`config.mk`:
```
export PLATFORM = sky130hd
export DESIGN_NAME = flash_cmd_decoder
export DESIGN_NICKNAME = d
export VERILOG_FILES = /design/src/rtl/fcd_pkg.sv /design/src/rtl/fcd_cycle_decode.sv /design/src/rtl/fcd_seq.sv /design/src/rtl/fcd_op_track.sv /design/src/rtl/flash_cmd_decoder.sv
export SDC_FILE = /design/constraint.sdc
export NUM_CORES = 1
export LEC_CHECK = 0
export BUFFER_PORTS_ARGS = -buffer_cell sky130_fd_sc_hd__buf_4
export CAP_MARGIN = 15
export CORE_MARGIN = 3
export CORE_UTILIZATION = 35
export CTS_BUF_LIST = sky130_fd_sc_hd__clkbuf_4 sky130_fd_sc_hd__clkbuf_8 sky130_fd_sc_hd__clkbuf_16
export DETAILED_ROUTE_END_ITERATION = 7
export MAX_ROUTING_LAYER = met4
export PLACE_DENSITY = 0.55
export SETUP_SLACK_MARGIN = 0.02
export SLEW_MARGIN = 20
export SYNTH_ARGS = -nofsm -noshare
export SYNTH_HDL_FRONTEND = slang
export SYNTH_SLANG_ARGS = --single-unit
```
`constraint.sdc`:
```
create_clock -name clk -period 3 [get_ports clk]
set_input_delay 0.6 -clock clk [delete_from_list [all_inputs] [get_ports clk]]
set_output_delay 0.6 -clock clk [all_outputs]
set_load 0.01 [all_outputs]
```
`src/rtl/fcd_pkg.sv`:
```
// Shared constants and types of the flash command sequence decoder.
// Assumes command codes occupy the low data byte and that unlock
// addresses are matched on a 12-bit window of the address.
package fcd_pkg;

    localparam int CMP_W = 12;
    localparam logic [CMP_W-1:0] ADR_UNLOCK_A = 12'h555;
    localparam logic [CMP_W-1:0] ADR_UNLOCK_B = 12'h2AA;
    localparam logic [CMP_W-1:0] ADR_QRY_ONE  = 12'h055;

    localparam logic [7:0] K_UNLOCK_A = 8'hAA;
    localparam logic [7:0] K_UNLOCK_B = 8'h55;
    localparam logic [7:0] K_PROGRAM  = 8'hA0;
    localparam logic [7:0] K_ERASE    = 8'h80;
    localparam logic [7:0] K_QUERY    = 8'h98;
    localparam logic [7:0] K_CHIP     = 8'h10;
    localparam logic [7:0] K_BLOCK    = 8'h30;
    localparam logic [7:0] K_SECTOR   = 8'h50;
    localparam logic [7:0] K_SUSPEND  = 8'hB0;
    localparam logic [7:0] K_EXIT     = 8'hF0;

    // Flags describing one bus write
    typedef struct packed {
        logic at_a;
        logic at_b;
        logic at_q1;
        logic k_ua;
        logic k_ub;
        logic k_pgm;
        logic k_ers;
        logic k_qry;
        logic k_chip;
        logic k_blk;
        logic k_sec;
        logic k_susp;
        logic k_exit;
    } cyc_t;

    // Position within an unlock sequence
    typedef enum logic [2:0] {
        SQ_IDLE, SQ_U1, SQ_U2, SQ_PDATA, SQ_E3, SQ_E4, SQ_E5
    } seq_e;

    // Operation tracking state
    typedef enum logic [2:0] {
        OP_NONE, OP_PGM, OP_CHIP, OP_ERASE, OP_SUSP, OP_SUSP_PGM
    } op_e;

endpackage

```
`src/rtl/fcd_cycle_decode.sv`:
```
// Classifies one bus write into address and code flags.
// Purely combinational; assumes DATA_W >= 8 and ADDR_W >= CMP_W.
module fcd_cycle_decode
    import fcd_pkg::*;
#(
    parameter int ADDR_W = 21,
    parameter int DATA_W = 16
) (
    input  logic [ADDR_W-1:0] addr,
    input  logic [DATA_W-1:0] data,
    output cyc_t              cyc
);

    logic [CMP_W-1:0] a_lo;
    logic [7:0]       d_lo;

    assign a_lo = addr[CMP_W-1:0];
    assign d_lo = data[7:0];

    // Compare the address window and low data byte against known codes
    always_comb begin
        cyc        = '0;
        cyc.at_a   = (a_lo == ADR_UNLOCK_A);
        cyc.at_b   = (a_lo == ADR_UNLOCK_B);
        cyc.at_q1  = (a_lo == ADR_QRY_ONE);
        cyc.k_ua   = (d_lo == K_UNLOCK_A);
        cyc.k_ub   = (d_lo == K_UNLOCK_B);
        cyc.k_pgm  = (d_lo == K_PROGRAM);
        cyc.k_ers  = (d_lo == K_ERASE);
        cyc.k_qry  = (d_lo == K_QUERY);
        cyc.k_chip = (d_lo == K_CHIP);
        cyc.k_blk  = (d_lo == K_BLOCK);
        cyc.k_sec  = (d_lo == K_SECTOR);
        cyc.k_susp = (d_lo == K_SUSPEND);
        cyc.k_exit = (d_lo == K_EXIT);
    end

endmodule

```
`src/rtl/fcd_seq.sv`:
```
// Unlock sequence walker: steps through the multi-cycle prefixes and
// raises a one-cycle request, combinationally, on the final write.
// Assumes hold is high whenever sequences must not be accepted; any
// mismatching write returns the walker to idle.
module fcd_seq
    import fcd_pkg::*;
(
    input  logic clk,
    input  logic rst_n,
    input  logic wr_en,
    input  logic hold,
    input  cyc_t cyc,
    output logic seq_idle,
    output logic req_pgm,
    output logic req_sec,
    output logic req_blk,
    output logic req_chip,
    output logic req_qry
);

    seq_e state, state_nx;

    assign seq_idle = (state == SQ_IDLE);

    // Next-step and request decode for the current write
    always_comb begin
        state_nx = state;
        req_pgm  = 1'b0;
        req_sec  = 1'b0;
        req_blk  = 1'b0;
        req_chip = 1'b0;
        req_qry  = 1'b0;
        if (hold) begin
            state_nx = SQ_IDLE;
        end else if (wr_en) begin
            state_nx = SQ_IDLE;
            unique case (state)
                SQ_IDLE:  if (cyc.k_ua && cyc.at_a) state_nx = SQ_U1;
                SQ_U1:    if (cyc.k_ub && cyc.at_b) state_nx = SQ_U2;
                SQ_U2: begin
                    if (cyc.at_a && cyc.k_pgm) state_nx = SQ_PDATA;
                    if (cyc.at_a && cyc.k_ers) state_nx = SQ_E3;
                    req_qry = cyc.at_a && cyc.k_qry;
                end
                SQ_PDATA: req_pgm = 1'b1;
                SQ_E3:    if (cyc.k_ua && cyc.at_a) state_nx = SQ_E4;
                SQ_E4:    if (cyc.k_ub && cyc.at_b) state_nx = SQ_E5;
                SQ_E5: begin
                    req_sec  = cyc.k_sec;
                    req_blk  = cyc.k_blk;
                    req_chip = cyc.k_chip && cyc.at_a;
                end
                default:  state_nx = SQ_IDLE;
            endcase
        end
    end

    // Sequence position register
    always_ff @(posedge clk) begin
        if (!rst_n) state <= SQ_IDLE;
        else        state <= state_nx;
    end

endmodule

```
`src/rtl/fcd_op_track.sv`:
```
// Operation tracker: accepts or rejects requests from the sequence
// walker according to the running operation, emits registered start
// pulses, latches the target, and guards the suspended erase region.
// Assumes op_done is a level sampled on the clock.
module fcd_op_track
    import fcd_pkg::*;
#(
    parameter int ADDR_W = 21,
    parameter int DATA_W = 16,
    parameter int SECT_W = 11,
    parameter int BLK_W  = 15
) (
    input  logic              clk,
    input  logic              rst_n,
    input  logic              wr_en,
    input  logic [ADDR_W-1:0] addr,
    input  logic [DATA_W-1:0] data,
    input  logic              wp_n,
    input  logic              op_done,
    input  cyc_t              cyc,
    input  logic              seq_idle,
    input  logic              req_pgm,
    input  logic              req_sec,
    input  logic              req_blk,
    input  logic              req_chip,
    input  logic              req_qry,
    output logic              pgm_start,
    output logic              sec_erase_start,
    output logic              blk_erase_start,
    output logic              chip_erase_start,
    output logic              suspend_pulse,
    output logic              resume_pulse,
    output logic              query_enter,
    output logic              query_exit,
    output logic [ADDR_W-1:0] tgt_addr,
    output logic [DATA_W-1:0] tgt_data,
    output logic              busy,
    output logic              in_query,
    output logic              suspended
);

    localparam int SREG_W = ADDR_W - SECT_W;
    localparam int BREG_W = ADDR_W - BLK_W;

    op_e               mode, mode_nx;
    logic [ADDR_W-1:0] susp_addr, susp_addr_nx;
    logic              susp_blk, susp_blk_nx;
    logic              qry_nx;
    logic              p_pgm, p_sec, p_blk, p_chip, p_susp, p_res, p_qin, p_qout;
    logic              outside;
    logic              qry_req;

    // Region guard for a program issued during suspend
    always_comb begin
        if (susp_blk)
            outside = (addr[ADDR_W-1:BLK_W] != susp_addr[ADDR_W-1:BLK_W]);
        else
            outside = (addr[ADDR_W-1:SECT_W] != susp_addr[ADDR_W-1:SECT_W]);
    end

    assign qry_req = req_qry || (wr_en && seq_idle && cyc.k_qry && cyc.at_q1);

    // Mode transitions and pulse decisions
    always_comb begin
        mode_nx      = mode;
        susp_addr_nx = susp_addr;
        susp_blk_nx  = susp_blk;
        qry_nx       = in_query;
        {p_pgm, p_sec, p_blk, p_chip, p_susp, p_res, p_qin, p_qout} = '0;
        if (in_query) begin
            if (wr_en && cyc.k_exit) begin
                qry_nx = 1'b0;
                p_qout = 1'b1;
            end
        end else begin
            unique case (mode)
                OP_NONE: begin
                    if (req_pgm) begin
                        mode_nx = OP_PGM;
                        p_pgm   = 1'b1;
                    end else if (req_sec || req_blk) begin
                        mode_nx      = OP_ERASE;
                        susp_addr_nx = addr;
                        susp_blk_nx  = req_blk;
                        p_sec        = req_sec;
                        p_blk        = req_blk;
                    end else if (req_chip && wp_n) begin
                        mode_nx = OP_CHIP;
                        p_chip  = 1'b1;
                    end else if (qry_req) begin
                        qry_nx = 1'b1;
                        p_qin  = 1'b1;
                    end
                end
                OP_PGM, OP_CHIP: if (op_done) mode_nx = OP_NONE;
                OP_ERASE: begin
                    if (op_done) begin
                        mode_nx = OP_NONE;
                    end else if (wr_en && cyc.k_susp) begin
                        mode_nx = OP_SUSP;
                        p_susp  = 1'b1;
                    end
                end
                OP_SUSP: begin
                    if (req_pgm && outside) begin
                        mode_nx = OP_SUSP_PGM;
                        p_pgm   = 1'b1;
                    end else if (wr_en && seq_idle && cyc.k_blk) begin
                        mode_nx = OP_ERASE;
                        p_res   = 1'b1;
                    end else if (qry_req) begin
                        qry_nx = 1'b1;
                        p_qin  = 1'b1;
                    end
                end
                OP_SUSP_PGM: if (op_done) mode_nx = OP_SUSP;
                default: mode_nx = OP_NONE;
            endcase
        end
    end

    // State and registered outputs
    always_ff @(posedge clk) begin
        if (!rst_n) begin
            mode             <= OP_NONE;
            susp_addr        <= '0;
            susp_blk         <= 1'b0;
            in_query         <= 1'b0;
            pgm_start        <= 1'b0;
            sec_erase_start  <= 1'b0;
            blk_erase_start  <= 1'b0;
            chip_erase_start <= 1'b0;
            suspend_pulse    <= 1'b0;
            resume_pulse     <= 1'b0;
            query_enter      <= 1'b0;
            query_exit       <= 1'b0;
            tgt_addr         <= '0;
            tgt_data         <= '0;
        end else begin
            mode             <= mode_nx;
            susp_addr        <= susp_addr_nx;
            susp_blk         <= susp_blk_nx;
            in_query         <= qry_nx;
            pgm_start        <= p_pgm;
            sec_erase_start  <= p_sec;
            blk_erase_start  <= p_blk;
            chip_erase_start <= p_chip;
            suspend_pulse    <= p_susp;
            resume_pulse     <= p_res;
            query_enter      <= p_qin;
            query_exit       <= p_qout;
            if (p_pgm || p_sec || p_blk || p_chip) tgt_addr <= addr;
            if (p_pgm) tgt_data <= data;
        end
    end

    assign busy      = (mode == OP_PGM) || (mode == OP_CHIP) ||
                       (mode == OP_ERASE) || (mode == OP_SUSP_PGM);
    assign suspended = (mode == OP_SUSP) || (mode == OP_SUSP_PGM);

    // Region widths must leave a non-empty compare field
    initial begin
        if (SREG_W < 1 || BREG_W < 1 || BLK_W < SECT_W)
            $error("fcd_op_track: region widths out of range");
    end

endmodule

```
`src/rtl/flash_cmd_decoder.sv`:
```
// Top of the flash command sequence decoder: classifies each write,
// walks the unlock sequences, and tracks the running operation.
// Assumes one write per wr_en cycle; synchronous active-low reset.
module flash_cmd_decoder
    import fcd_pkg::*;
#(
    parameter int ADDR_W = 21,
    parameter int DATA_W = 16,
    parameter int SECT_W = 11,
    parameter int BLK_W  = 15
) (
    input  logic              clk,
    input  logic              rst_n,
    input  logic              wr_en,
    input  logic [ADDR_W-1:0] wr_addr,
    input  logic [DATA_W-1:0] wr_data,
    input  logic              wp_n,
    input  logic              op_done,
    output logic              pgm_start,
    output logic              sec_erase_start,
    output logic              blk_erase_start,
    output logic              chip_erase_start,
    output logic              suspend_pulse,
    output logic              resume_pulse,
    output logic              query_enter,
    output logic              query_exit,
    output logic [ADDR_W-1:0] tgt_addr,
    output logic [DATA_W-1:0] tgt_data,
    output logic              busy,
    output logic              in_query,
    output logic              suspended
);

    cyc_t cyc;
    logic seq_idle, hold;
    logic req_pgm, req_sec, req_blk, req_chip, req_qry;

    assign hold = busy || in_query;

    fcd_cycle_decode #(.ADDR_W(ADDR_W), .DATA_W(DATA_W)) u_dec (
        .addr (wr_addr),
        .data (wr_data),
        .cyc  (cyc)
    );

    fcd_seq u_seq (
        .clk      (clk),
        .rst_n    (rst_n),
        .wr_en    (wr_en),
        .hold     (hold),
        .cyc      (cyc),
        .seq_idle (seq_idle),
        .req_pgm  (req_pgm),
        .req_sec  (req_sec),
        .req_blk  (req_blk),
        .req_chip (req_chip),
        .req_qry  (req_qry)
    );

    fcd_op_track #(
        .ADDR_W (ADDR_W),
        .DATA_W (DATA_W),
        .SECT_W (SECT_W),
        .BLK_W  (BLK_W)
    ) u_op (
        .clk              (clk),
        .rst_n            (rst_n),
        .wr_en            (wr_en),
        .addr             (wr_addr),
        .data             (wr_data),
        .wp_n             (wp_n),
        .op_done          (op_done),
        .cyc              (cyc),
        .seq_idle         (seq_idle),
        .req_pgm          (req_pgm),
        .req_sec          (req_sec),
        .req_blk          (req_blk),
        .req_chip         (req_chip),
        .req_qry          (req_qry),
        .pgm_start        (pgm_start),
        .sec_erase_start  (sec_erase_start),
        .blk_erase_start  (blk_erase_start),
        .chip_erase_start (chip_erase_start),
        .suspend_pulse    (suspend_pulse),
        .resume_pulse     (resume_pulse),
        .query_enter      (query_enter),
        .query_exit       (query_exit),
        .tgt_addr         (tgt_addr),
        .tgt_data         (tgt_data),
        .busy             (busy),
        .in_query         (in_query),
        .suspended        (suspended)
    );

endmodule

```
; Yosys cells after proc, flatten, opt, wreduce, memory -nomap -nowiden
; Cells that the tools add are included.
[op_classes]
eq_ne = 31
muxes = 62
n_bitwise = 5
reduce_logical = 34
[ops]
columns = op, n
row1 = $eq A8 B8 Y1 const B, 6
row2 = $mux W1, 44
row3 = $mux W3, 12
row4 = $pmux W3 S5, 2
row5 = $eq A8 B7 Y1 const B, 2
row6 = $eq A3 B3 Y1 const B, 5
row7 = $logic_and A1 B1 Y1, 14
row8 = $eq A12 B10 Y1 const B, 1
row9 = $eq A12 B11 Y1 const B, 1
row10 = $eq A12 B7 Y1 const B, 1
row11 = $eq A3 B2 Y1 const B, 4
row12 = $logic_or A1 B1 Y1, 10
row13 = $ne A10 B10 Y1, 1
row14 = $eq A8 B5 Y1 const B, 1
row15 = $eq A8 B6 Y1 const B, 1
row16 = $reduce_or A4 Y1, 2
row17 = $eq A3 B1 Y1 const B, 2
row18 = $logic_not A3 Y1, 2
row19 = $ne A6 B6 Y1, 1
row20 = $reduce_and A6 Y1, 1
row21 = $reduce_or A2 Y1, 3
row22 = $not A1 Y1, 5
row23 = $mux W2, 2
row24 = $ne A2 B2 Y1 const B, 2
row25 = 6 further kinds, 7
[word_totals]
reg_bits = 74
in_bits = 42

; Depth between registers and ports, before layout
; Gate-level depths: netlist of the first run.
[depth]
word_depth = 14
depth_mapped = 10
depth_no_buf = 6

; Cells and area by module
; Synthesis of the first run repeated with hierarchy kept, for this count alone.
[unflattened]
cells_unflattened = 345
hier_area_um2 = 2945.3
[by_module_without_submodules]
columns = mod, instances, cells_per_inst, area_each_um2, seq_area_each_um2
row1 = fcd_op_track, 1, 281, 2452.4, 1201.2
row2 = fcd_seq, 1, 31, 254.0, 60.1
row3 = fcd_cycle_decode, 1, 32, 232.7, 0.0
row4 = flash_cmd_decoder, 1, 1, 6.3, 0.0

; Worst setup path after synthesis of the first run
; OpenSTA, ideal clock, no wires.
[synth_timing]
path_type = input-to-reg
start = input wr_data[0]
end = register u_op.susp_addr[11]
arrival_ns = 2.082
required_time_ns = 2.884
setup_slack_ns = 0.802
path_stages = 7
path_buffers = 1
cell_sequence = nor4_4 -> nand4b_1 -> or4_4 -> nor2_2 -> buf_6 -> mux2i_1 -> nor2b_1
[synth_via]
elab_chain_cells = 6
[synth_lines]
columns = item, line_no
row1 = from (decl), flash_cmd_decoder.sv:16  ; input logic [DATA_W-1:0] wr_data,
row2 = $eq A8 B7 Y1 or $eq A8 B6 Y1 (tied branches), "fcd_cycle_decode.sv:33, fcd_cycle_decode.sv:32"
row3 = $mux W1, fcd_seq.sv:37  ; unique case (state)
row4 = $mux W1, fcd_seq.sv:35  ; end else if (wr_en) begin
row5 = $mux W1, fcd_seq.sv:33  ; if (hold) begin
row6 = $logic_or A1 B1 Y1 (*), fcd_op_track.sv:81  ; end else if (req_sec || req_blk) begin
row7 = $reduce_and A4 Y1 (no source line) (*), n/a
row8 = to (signal assigned), fcd_op_track.sv:141  ; susp_addr <= susp_addr_nx;
row9 = to (decl), fcd_op_track.sv:46  ; logic [ADDR_W-1:0] susp_addr, susp_addr_nx;
; Every way passes the cells marked *; elsewhere a longest branch is shown, timed or not.
; A chain may end at the register's enable or synchronous reset.

; Worst setup path in the final report of the first run
[layout_timing]
start = register u_op.mode[2]
end = register u_op.tgt_addr[3]
[layout_via]
elab_chain_cells = 14
[layout_lines]
columns = item, line_no
row1 = from (decl), fcd_op_track.sv:45  ; op_e mode, mode_nx;
row2 = from (signal assigned), fcd_op_track.sv:140  ; mode <= mode_nx;
row3 = $eq A3 B1 Y1 or $eq A3 B2 Y1 (tied branches), fcd_op_track.sv:157  ; assign busy = (mode == OP_PGM) || (mode == OP_CHIP) ||
row4 = $logic_or A1 B1 Y1 (2 in series), fcd_op_track.sv:157
row5 = $logic_or A1 B1 Y1, fcd_op_track.sv:158  ; (mode == OP_ERASE) || (mode == OP_SUSP_PGM);
row6 = $logic_or A1 B1 Y1, flash_cmd_decoder.sv:38  ; assign hold = busy || in_query;
row7 = $mux W1, fcd_seq.sv:33
row8 = $logic_or A1 B1 Y1, fcd_op_track.sv:81
row9 = $mux W1, fcd_op_track.sv:81
row10 = $mux W1, fcd_op_track.sv:78  ; if (req_pgm) begin
row11 = $mux W1, fcd_op_track.sv:76  ; unique case (mode)
row12 = $mux W1, fcd_op_track.sv:70  ; if (in_query) begin
row13 = $logic_or A1 B1 Y1 (2 in series), fcd_op_track.sv:152  ; if (p_pgm || p_sec || p_blk || p_chip) tgt_addr <= addr;
row14 = $logic_or A1 B1 Y1 (*), fcd_op_track.sv:152
row15 = to (signal assigned), fcd_op_track.sv:152
row16 = to (decl), fcd_op_track.sv:35  ; output logic [ADDR_W-1:0] tgt_addr,
; Marks and branches as above.

==> reports/results.tsv, run 1 <==
stage	metric	value	unit
setup_path	Crit path required time	3.23	ns
layout	commonest cells after routing, fill and taps aside	94 x buf_4, 63 x dfxtp_1, 58 x nand2_1, 50 x mux2i_1, 28 x nor2b_1	
grt	met1 Use GR	21.1	%
synthesis	synthesized area	3100	um^2
placement	Area after DPL	3810	um^2
synthesis	Synth Flop Type	dfxtp_1	
synthesis	Warnings, synthesis	0	
clock_tree	Clk Latency, worst-skew pair	0.34	ns
clock_tree	number of hold buffers added after CTS	0	
layout	fin area	4010	um^2
hold_path	hold path cells	2	
floorplan	Initial Utilization	36.9	%
clock_tree	CTS sink count	63	
sta	Final period util	78.2	%
route	WL/cell	15.2	um
grt	GRT Residual Overflow	0	
run_status	result of the run	finished, final reports clean	
route	Post-route DRC	0	
sta	pins over their slew limit	0	
grt	met3 Use GR	3.68	%
synthesis	synth unique cells	53	
route	DRT Wirelength	7970	um
layout	area occupied by multi-input gates	1680	um^2
hold_path	worst hold start	u_op.tgt_addr[8]$_SDFFE_PN0P_	
grt	GRT Util Overall	16.5	%
setup_path	worst setup path class	register to register	
synthesis	area leader, netlist	dfxtp_1	
setup_path	Worst setup SP type	register	
setup_path	worst r2r src	u_op.mode[2]$_SDFFE_PN0P_	
grt	first-pass GRT wire length	12700	um
sta	fin crit period	2.35	ns
sta	# setup viols final	0	
synthesis	post-synthesis sequential area ratio	40.7	%
sta	setup TNS	0	ns
floorplan	Placeable Area	8380	um^2
floorplan	die area	10000	um^2
layout	area grow syn2layout	29.6	%
setup_path	crit-path max cell delay	0.53	ns
sta	RSZ-0062 raised after global routing	false	
synthesis	EDFF count, synth	0	
setup_path	Crit-path slowest cell	dfxtp_1	
grt	largest net degree at the start of global routing	35	
floorplan	Chip Width	100	um
clock_tree	clock buffer depth	2	
power	maximum vdd drop	0.244	mV
clock_tree	CTS root buf	clkbuf_8	
route	first drt pass iteration count	4	
clock_tree	Setup Buffers After CTS	0	
clock_tree	clock edge transition at the registers on the reported setup and hold paths	0.07	ns
sta	actual slew at the worst max-slew pin	0.525	ns
synthesis	#FFs+latches synth	63	
layout	Fill cells	873	
synthesis	Avg Inst Size Synth	9.47	um^2
setup_path	CP max FO	15	
clock_tree	CTS tree	done	
synthesis	asr flop ratio synth	0	%
sta	Hold Vio Cnt, Final	0	
grt	layer with the highest usage	met2	
layout	most common cell after layout, fill and taps aside	buf_4	
floorplan	row cnt	33	
setup_path	R2R Setup Slk	0.65	ns
placement	HPWL Detailed	5890	um
route	DR vias	2596	
sta	slew margin rel.	64.7	%
synthesis	Synth Net Count	369	
grt	initial antenna violation count	0	
clock_tree	CTS H-tree lvls	3	
sta	clock skew	0.0111	ns
layout	ant diodes	0	
job	max_cap viols	0	
layout	layout cells sized above 1	30.6	%
layout	sequential cell area	1260	um^2
setup_path	worst path cell trace	nor2b_4 -> or2_4 -> nor3_1 -> o21ai_1 -> and2_1 -> buf_12 -> mux2i_1	
route	initial drt markers	83	
placement	port bufs	89	
placement	routability cong.	0.819	
power	Power Density	465	nW/um^2
route	vias per std cell	4.96	
grt	met2 Track Usage GR	25.6	%
hold_path	worst min path class	register to register	
floorplan	IO Pins	90	
layout	nets	456	
hold_path	Min-Delay Endpoint	u_op.tgt_addr[8]$_SDFFE_PN0P_	
setup_path	FF-to-FF End	u_op.tgt_addr[3]$_SDFFE_PN0P_	
floorplan	Die H	100	um
clock_tree	post_cts resized	0	
synthesis	Synth area leaders	dfxtp_1 41%, mux2i_1 16%, nand2_1 7.0%	
synthesis	Gate Count Post-Synth	327	
grt	vias in the first global route	2530	
clock_tree	CTS Buf Count	9	
synthesis	Synth top area share	40.7	%
sta	Max Clk Rate	426	MHz
setup_path	R2R cell count	7	
setup_path	critical path endpoint category	register	
power	Pleak	1.87	nW
setup_path	WP data arrival	2.58	ns
route	ANT nets after route	0	
## worst max path at each step
stage / to / from / cells past startpoint
after floorplan: u_op.susp_addr[11]$_SDFFE_PN0P_ / wr_data[0] / 7
after global placement: u_op.tgt_addr[3]$_SDFFE_PN0P_ / wr_data[0] / 8
after detailed placement: u_op.tgt_addr[3]$_SDFFE_PN0P_ / wr_data[0] / 8
after CTS: u_op.tgt_addr[3]$_SDFFE_PN0P_ / u_op.mode[2]$_SDFFE_PN0P_ / 7
after global routing: u_op.tgt_addr[9]$_SDFFE_PN0P_ / u_seq.state[1]$_SDFFE_PP0P_ / 7
final: u_op.tgt_addr[3]$_SDFFE_PN0P_ / u_op.mode[2]$_SDFFE_PN0P_ / 7
## layout make-up
| type | instances | share of cell area, % |
|---|---|---|
| Tap cell | 105 | 3.28 |
| Clock inverter | 3 | 1.06 |
| Inverter | 3 | 0.281 |
| Clock buffer | 12 | 3.96 |
| Multi-Input combinational cell | 242 | 41.9 |
| Sequential cell | 63 | 31.4 |
| Timing Repair Buffer | 95 | 18.1 |
## critical path, delay by kind of cell, from the launching register on
family / cells / cell delay, ns
AND/OR/NAND/NOR: 4 / 1.22
AO/OA/AOI/OAI: 1 / 0.13
buffers and inverters: 1 / 0.24
flip-flops: 1 / 0.53
multiplexers: 1 / 0.12
## cells in the mapped netlist (all sizes together) (3+ instances only)
master and instances:
nor4b 5, nand3b 3, xnor2 10, buf 10, nand4 5, a21o 3, nor2b 30, nor4 4
and3b 3, nor3 8, nand2 58, dfxtp 63, o21ai 6, mux2i 50, nand2b 3, nand4b 4
nand3 6, and3 5, nor2 15, clkbuf 8, inv 3, a21oi 3
## sequential cells by signal, indices dropped and copies added, names as in the netlist, 3 cells and up
register        count
u_op.susp_addr     10
u_op.tgt_data      16
u_op.mode           3
u_op.tgt_addr      21
u_seq.state         3
## metal layers
metal  up-vias  routed length, um  share of wire [%]
met5         -                  0                  0
met4         0                 87                1.1
met3        10                498                6.2
met2        83               3620                 45
met1      1199               3770                 47
li1       1304                  -                  -
## metrics by stage
step	util (%)	hold WS (ns)	setup slack, ns	power (mW)	instances
6_report	47.9	0.460	0.653	1.86	523
2_1_floorplan	-	0.448	0.802	1.02	327
4_1_cts	47.9	0.464	0.644	1.89	523
5_1_grt	47.9	0.487	0.485	1.95	523
3_5_place_dp	45.5	0.454	0.384	1.12	508
3_3_place_gp	45.5	0.447	0.429	1.12	508
## kinds of logic (layout without fill, tap and decap cells)
logic type      Yosys count  count (layout)  share of synthesized area, %
flops                    63              63                          40.7
compound gates           22              22                          5.25
xor+xnor                 11              11                          3.11
buf+inv                  22             113                          4.97
mux                      50              50                          16.2
simple gates            159             159                          29.7
## report_power, final
part           switching (mW)  total, mW  internal [mW]
clock                   0.334      0.767          0.433
sequential             0.0145      0.860          0.846
combinational           0.123      0.238          0.115
total                   0.472       1.86           1.39
Note: power is estimated with default switching activity, not from simulation.
==> inputs of run 2 (changes only) <==
- ABC_AREA: not set -> 1
- PLACE_DENSITY: 0.55 -> 0.57
- clock period: 3 -> 2.1 ns (I/O delays scaled with it)
==> run 2 against run 1 <==
Area after synthesis grew 2.0%. Clock power grew 29%. Clock-buffer cell count is the same. Sequential power grew 45%. Largest power group unchanged.
==> reports/results.tsv, run 2 <==
stage	metric	value	unit	change
run_status	result of the run	finished, final reports clean		
setup_path	WP data arrival	2.14	ns	-0.44 ns
setup_path	critical path endpoint category	register		
synthesis	most instantiated cells after synthesis	124 x nor2_1, 89 x nand2_1, 66 x inv_1		
clock_tree	CTS H-tree lvls	3		unchanged
clock_tree	CTS sink count	63		unchanged
synthesis	Avg Inst Size Synth	6.43	um^2	-32%
synthesis	synth unique cells	26		-51%
layout	layout cells sized above 1	22.9	%	-7.7 points
sta	fin crit period	1.87	ns	-0.481 ns
floorplan	die area	10200	um^2	+1.9%
setup_path	Worst setup SP type	register		
synthesis	synthesized area	3160	um^2	+2.0%
power	Power Density	697	nW/um^2	+50%
sta	# setup viols final	0		unchanged
route	ANT nets after route	0		unchanged
clock_tree	clock edge transition at the registers on the reported setup and hold paths	0.07	ns	about the same
setup_path	CP max FO	21		+6
grt	largest net degree at the start of global routing	30		-14%
sta	clock skew	0.00853	ns	-0.00257 ns
clock_tree	number of hold buffers added after CTS	0		unchanged
floorplan	IO Pins	90		unchanged
placement	placed insts	678		+33%
sta	Hold Vio Cnt, Final	0		unchanged
setup_path	worst setup path class	register to register		
clock_tree	CTS tree	done		
layout	commonest cells after routing, fill and taps aside	124 x nor2_1, 97 x buf_4, 89 x nand2_1, 66 x inv_1, 63 x dfxtp_1		
route	DR vias	3298		+27%
job	max_cap viols	0		unchanged
sta	Final period util	88.9	%	+11 points
synthesis	area leader, netlist	dfxtp_1		
synthesis	EDFF count, synth	0		unchanged
clock_tree	Setup Buffers After CTS	0		unchanged
grt	layer with the highest usage	met2		
sta	worst path setup slack after routing	0.234	ns	-0.419 ns
grt	first-pass GRT wire length	14400	um	+13%
placement	port bufs	89		unchanged
synthesis	Synth Flop Type	dfxtp_1		
layout	max reg flops	21		unchanged
clock_tree	CTS root buf	clkbuf_8		
floorplan	Placeable Area	8760	um^2	+4.6%
floorplan	Chip Width	101	um	+0.94%
clock_tree	CTS Buf Count	9		unchanged
route	DRT Wirelength	8750	um	+9.8%
layout	nets	623		+37%
synthesis	asr flop ratio synth	0	%	unchanged
power	maximum vdd drop	0.383	mV	+57%
clock_tree	Clk Latency, worst-skew pair	0.33	ns	about the same
layout	biggest regs	u_op.tgt_addr x21, u_op.tgt_data x16, u_op.susp_addr x10		
sta	pins over their slew limit	0		unchanged
layout	sequential cell area	1260	um^2	unchanged
grt	vias in the first global route	3086		+22%
route	first drt pass iteration count	5		+1
route	WL/cell	12.6	um	-17%
synthesis	post-synthesis sequential area ratio	39.9	%	-0.81 points
layout	area occupied by multi-input gates	1520	um^2	-9.3%
grt	met1 Use GR	24.8	%	+3.7 points
sta	setup TNS	0	ns	unchanged
synthesis	Synth Net Count	533		+44%
layout	area grow syn2layout	30.0	%	
clock_tree	clock buffer depth	2		unchanged
layout	most common cell after layout, fill and taps aside	nor2_1		
sta	slew margin rel.	65.0	%	+0.31 points
synthesis	Synth area leaders	dfxtp_1 40%, nor2_1 15%, nand2_1 11%		
synthesis	Warnings, synthesis	0		unchanged
hold_path	worst min path class	input port to register		
power	Pleak	2.09	nW	+12%
placement	post-placement setup slack	0.142	ns	-0.242 ns
sta	RSZ-0062 raised after global routing	true		
route	vias per std cell	4.76		-4.1%
layout	filler-free cell count of the finished design	693		+33%
sta	Max Clk Rate	536	MHz	+26%
clock_tree	post_cts resized	0		unchanged
placement	routability cong.	0.832		+1.5%
grt	initial antenna violation count	0		unchanged
floorplan	row cnt	34		+3.0%
grt	met3 Use GR	3.53	%	-0.15 points
route	initial drt markers	139		+67%
floorplan	Die H	101	um	+0.94%
setup_path	Crit path required time	2.37	ns	-0.86 ns
sta	actual slew at the worst max-slew pin	0.524	ns	-0.00105 ns
route	Post-route DRC	0		unchanged
grt	met2 Track Usage GR	26.1	%	+0.58 points
layout	ant diodes	0		unchanged
placement	HPWL Detailed	6330	um	+7.6%
synthesis	Gate Count Post-Synth	491		+50%
synthesis	most frequent cell after synthesis	nor2_1		
layout	Fill cells	885		+1.4%
synthesis	Synth top area share	39.9	%	-0.81 points
floorplan	Initial Utilization	36.0	%	-0.89 points
synthesis	#FFs+latches synth	63		unchanged
grt	GRT Util Overall	18.1	%	+1.6 points
grt	GRT Residual Overflow	0		unchanged
layout	largest reg by FF count	u_op.tgt_addr		
[run 2: cell types whose count changed after synthesis, sizes merged, moves of 12 or more]
cell   before  now
nand2      58   96
mux2i      50    0
a21oi       3   15
nand4       5   34
o21ai       6   31
inv         3   73
nor2b      30    0
nor2       15  128
[run 2: final cells by class]
type                            instances  area share, %
Inverter                               73           6.67
Tap cell                              108           3.29
Clock buffer                           12           4.02
Timing Repair Buffer                   97           17.7
Multi-Input combinational cell        337           37.1
Clock inverter                          3          0.427
Sequential cell                        63           30.7
[run 2: per-stage QoR]
| step | power (mW) | util (%) | instance area (um^2) | hold WS (ns) |
|---|---|---|---|---|
| finish | 2.86 | 46.8 | 4110 | 0.311 |
| global route | 3.04 | 46.8 | 4110 | 0.308 |
| CTS | 2.89 | 46.8 | 4110 | 0.296 |
| detailed placement | 1.90 | 44.8 | 3920 | 0.497 |
| global placement | 1.90 | 44.8 | 3920 | 0.490 |
| floorplan | 1.68 | - | 3160 | 0.470 |
[run 2: worst paths after layout]
path	start	end	slack [ns]	cells after the start
setup / recovery	u_op.mode[1]$_SDFFE_PN0P_	u_op.tgt_addr[3]$_SDFFE_PN0P_	0.23	12
hold / removal	wr_data[9]	u_op.tgt_data[9]$_SDFFE_PN0P_	0.31	3
setup reg to reg	u_op.mode[1]$_SDFFE_PN0P_	u_op.tgt_addr[3]$_SDFFE_PN0P_	0.23	12
hold reg to reg	u_seq.state[0]$_SDFFE_PP0P_	u_seq.state[0]$_SDFFE_PP0P_	0.51	2
[run 2: report_power, final]
group	leakage (nW)	internal, mW	switching (mW)	total [mW]
sequential	0.508	1.22	0.0249	1.25
combinational	1.49	0.221	0.407	0.628
clock	0.0942	0.515	0.471	0.986
[run 2: worst max-delay path: stages (launching register included)]
cell	delay, ns
dfxtp_1	0.39
inv_2	0.07
nand2_2	0.09
nand2_2	0.09
nand2_2	0.08
inv_2	0.05
nand2_2	0.10
inv_2	0.06
nand3_2	0.10
nand2_4	0.11
nor2_4	0.45
nor2_1	0.08
nor2_1	0.11
[run 2: metal layers]
layer	vias to the layer above	share of wire, %
met4	0	1.2
met1	1450	49
met3	10	7.7
met5	-	0
li1	1722	-
met2	116	42
[run 2: cell families (layout without fill, tap and decap cells)]
family | after synthesis | after routing | share of synthesized area [%]
DFF | 63 | 63 | 39.9
buffers and inverters | 91 | 185 | 11.8
AOI/OAI and AO/OA | 48 | 48 | 7.88
and+or+nand+nor | 289 | 289 | 40.4
==> inputs of run 3 (changes only) <==
- MAX_ROUTING_LAYER: met4 -> not set
==> run 3 against run 2 <==
Via count is essentially flat. Setup slack worse by 0.0043 ns. Sequential share of layout area is the same. Die area stayed put. Sequential power barely moved. Largest cell class unchanged. Clock skew down 0.0020 ns. Hold slack about the same. First-iteration DRC count shrank 4.3%. Sequential cell count did not move. Highest routed layer unchanged. Cell area unchanged. Critical path depth unchanged. Non-clock buffer count unchanged.
==> reports/results.tsv, run 3 (synthesis results as in run 2) <==
stage	metric	value	unit	change
run_status	result of the run	finished, final reports clean		
layout	most common cell after layout, fill and taps aside	nor2_1		
sta	# setup viols final	0		unchanged
setup_path	Crit-path slowest cell	nor2_4		
floorplan	Chip Width	101	um	unchanged
sta	Hold Vio Cnt, Final	0		unchanged
floorplan	IO Pins	90		unchanged
clock_tree	CTS sink count	63		unchanged
layout	largest reg by FF count	u_op.tgt_addr		
setup_path	Crit path top cell by count	nand2_2		
power	maximum vdd drop	0.379	mV	-1.2%
layout	filler-free cell count of the finished design	693		unchanged
setup_path	Worst setup SP type	register		
layout	ant diodes	0		unchanged
power	sw frac	31.5	%	-0.10 points
clock_tree	clock buffer depth	2		unchanged
floorplan	Initial Utilization	36.0	%	unchanged
route	DRT Wirelength	8700	um	-0.66%
clock_tree	CTS H-tree lvls	3		unchanged
sta	clock skew	0.00653	ns	-0.00200 ns
floorplan	row cnt	34		unchanged
power	power share of the sequential group	43.6	%	about the same
layout	max reg flops	21		unchanged
placement	placed insts	678		unchanged
route	WL/cell	12.5	um	-0.66%
clock_tree	clock edge transition at the registers on the reported setup and hold paths	0.07	ns	about the same
grt	largest net degree at the start of global routing	30		unchanged
setup_path	Bufs and invs on worst path	3		unchanged
clock_tree	CTS root buf	clkbuf_8		
sta	fin crit period	1.87	ns	+0.00432 ns
setup_path	R2R cell count	12		unchanged
placement	routability cong.	0.819		-1.5%
grt	GRT Residual Overflow	0		unchanged
layout	layout cells sized above 1	22.9	%	unchanged
route	first drt pass iteration count	5		unchanged
route	initial drt markers	133		-4.3%
setup_path	worst path cell trace	inv_2 -> nand2_2 -> nand2_2 -> nand2_2 -> inv_2 -> nand2_2 -> inv_2 -> nand3_2 -> nand2_4 -> nor2_4 -> nor2_1 -> nor2_1		
floorplan	Die H	101	um	unchanged
setup_path	WP data arrival	2.14	ns	about the same
power	Comb power frac	22.0	%	about the same
sta	slew margin rel.	65.2	%	+0.18 points
floorplan	die area	10200	um^2	unchanged
setup_path	crit-path max cell delay	0.45	ns	about the same
grt	initial antenna violation count	0		unchanged
setup_path	R2R Setup Slk	0.23	ns	about the same
route	DR vias	3301		+0.091%
power	Clk pwr share	34.4	%	about the same
setup_path	FF-to-FF End	u_op.tgt_addr[3]$_SDFFE_PN0P_		
floorplan	Placeable Area	8760	um^2	unchanged
setup_path	critical path endpoint category	register		
job	max_cap viols	0		unchanged
route	Post-route DRC	0		unchanged
setup_path	Crit path required time	2.37	ns	about the same
sta	actual slew at the worst max-slew pin	0.521	ns	-0.00273 ns
clock_tree	number of hold buffers added after CTS	0		unchanged
clock_tree	Clk Latency, worst-skew pair	0.33	ns	about the same
sta	pins over their slew limit	0		unchanged
layout	commonest cells after routing, fill and taps aside	124 x nor2_1, 97 x buf_4, 89 x nand2_1, 66 x inv_1, 63 x dfxtp_1		
clock_tree	Setup Buffers After CTS	0		unchanged
layout	utilization after layout	46.8	%	unchanged
layout	biggest regs	u_op.tgt_addr x21, u_op.tgt_data x16, u_op.susp_addr x10		
sta	setup TNS	0	ns	unchanged
power	Pleak	2.09	nW	unchanged
setup_path	worst setup path class	register to register		
grt	GRT Util Overall	17.7	%	-0.41 points
power	P_sw	899	uW	-0.48%
power	Internal Power	1.96	mW	about the same
sta	RSZ-0062 raised after global routing	true		
hold_path	Min-Delay Endpoint	u_op.tgt_data[12]$_SDFFE_PN0P_		
clock_tree	post_cts resized	0		unchanged
grt	vias in the first global route	3084		-0.065%
power	Power Density	696	nW/um^2	-0.15%
grt	first-pass GRT wire length	14400	um	about the same
setup_path	worst r2r src	u_op.mode[1]$_SDFFE_PN0P_		
sta	Final period util	89.1	%	+0.21 points
setup_path	CP max FO	21		unchanged
sta	Max Clk Rate	535	MHz	-0.23%
clock_tree	CTS Buf Count	9		unchanged
hold_path	worst min path class	input port to register		
setup_path	crit-path leading delay family	simple AND/OR/NAND/NOR gates		
hold_path	hold path cells	3		unchanged
clock_tree	CTS tree	done		
route	vias per std cell	4.76		about the same
hold_path	worst hold start	wr_data[12]		
route	ANT nets after route	0		unchanged
layout	area grow syn2layout	30.0	%	unchanged
placement	port bufs	89		unchanged
placement	HPWL Detailed	6330	um	unchanged
layout	nets	623		unchanged
[run 3: cell counts in the layout (fill, tap and decap cells not counted)]
No cell type changed its count.
[run 3: worst max path at each step]
stage	startpoint	end	slack (ns)	depth (start not counted)
floorplan	wr_data[0]	u_op.tgt_addr[0]$_SDFFE_PN0P_	0.52	11
global placement	wr_addr[16]	u_op.tgt_addr[16]$_SDFFE_PN0P_	0.16	13
detailed placement	wr_addr[16]	u_op.tgt_addr[7]$_SDFFE_PN0P_	0.14	13
CTS	u_op.mode[1]$_SDFFE_PN0P_	u_op.tgt_addr[7]$_SDFFE_PN0P_	0.20	12
global route	u_op.mode[1]$_SDFFE_PN0P_	u_op.tgt_addr[11]$_SDFFE_PN0P_	0.01	12
finish	u_op.mode[1]$_SDFFE_PN0P_	u_op.tgt_addr[3]$_SDFFE_PN0P_	0.23	12
[run 3: tightest hold or removal path, cell delays in order]
cell    delay, ns
buf_4        0.08
nor2_1       0.03
nor2_1       0.08
[run 3: layout make-up]
type	count	area, um^2
clock buffer	12	165
tap	108	135
timing repair buffer	97	728
fill	885	4660
multi-input combinational	337	1520
sequential	63	1260
clock inverter	3	17.5
inverter	73	274
[run 3: power groups by stage]
stage | Combinational [mW] | Clock (mW) | Sequential (mW)
floorplan | 0.413 | 0 | 1.27
global placement | 0.627 | 0 | 1.27
detailed placement | 0.626 | 0 | 1.27
CTS | 0.632 | 1.01 | 1.25
global route | 0.725 | 1.08 | 1.25
finish | 0.628 | 0.983 | 1.25
[run 3: routing by layer]
layer  vias to the layer above  wire, um  track usage [%]
met4                         0       104             5.83
met1                      1465      4110             24.2
met2                       106      3720             26.1
met5                         -         0                0
li1                       1720         -                -
met3                        10       763             6.09
[run 3: metrics by stage]
step           hold WS, ns  setup WS, ns  power [mW]  instance area, um^2
2_1_floorplan        0.470         0.516        1.68                 3160
3_3_place_gp         0.490         0.156        1.90                 3920
3_5_place_dp         0.497         0.142        1.90                 3920
4_1_cts              0.296         0.201        2.89                 4110
5_1_grt              0.300        0.0103        3.05                 4110
6_report             0.312         0.229        2.86                 4110
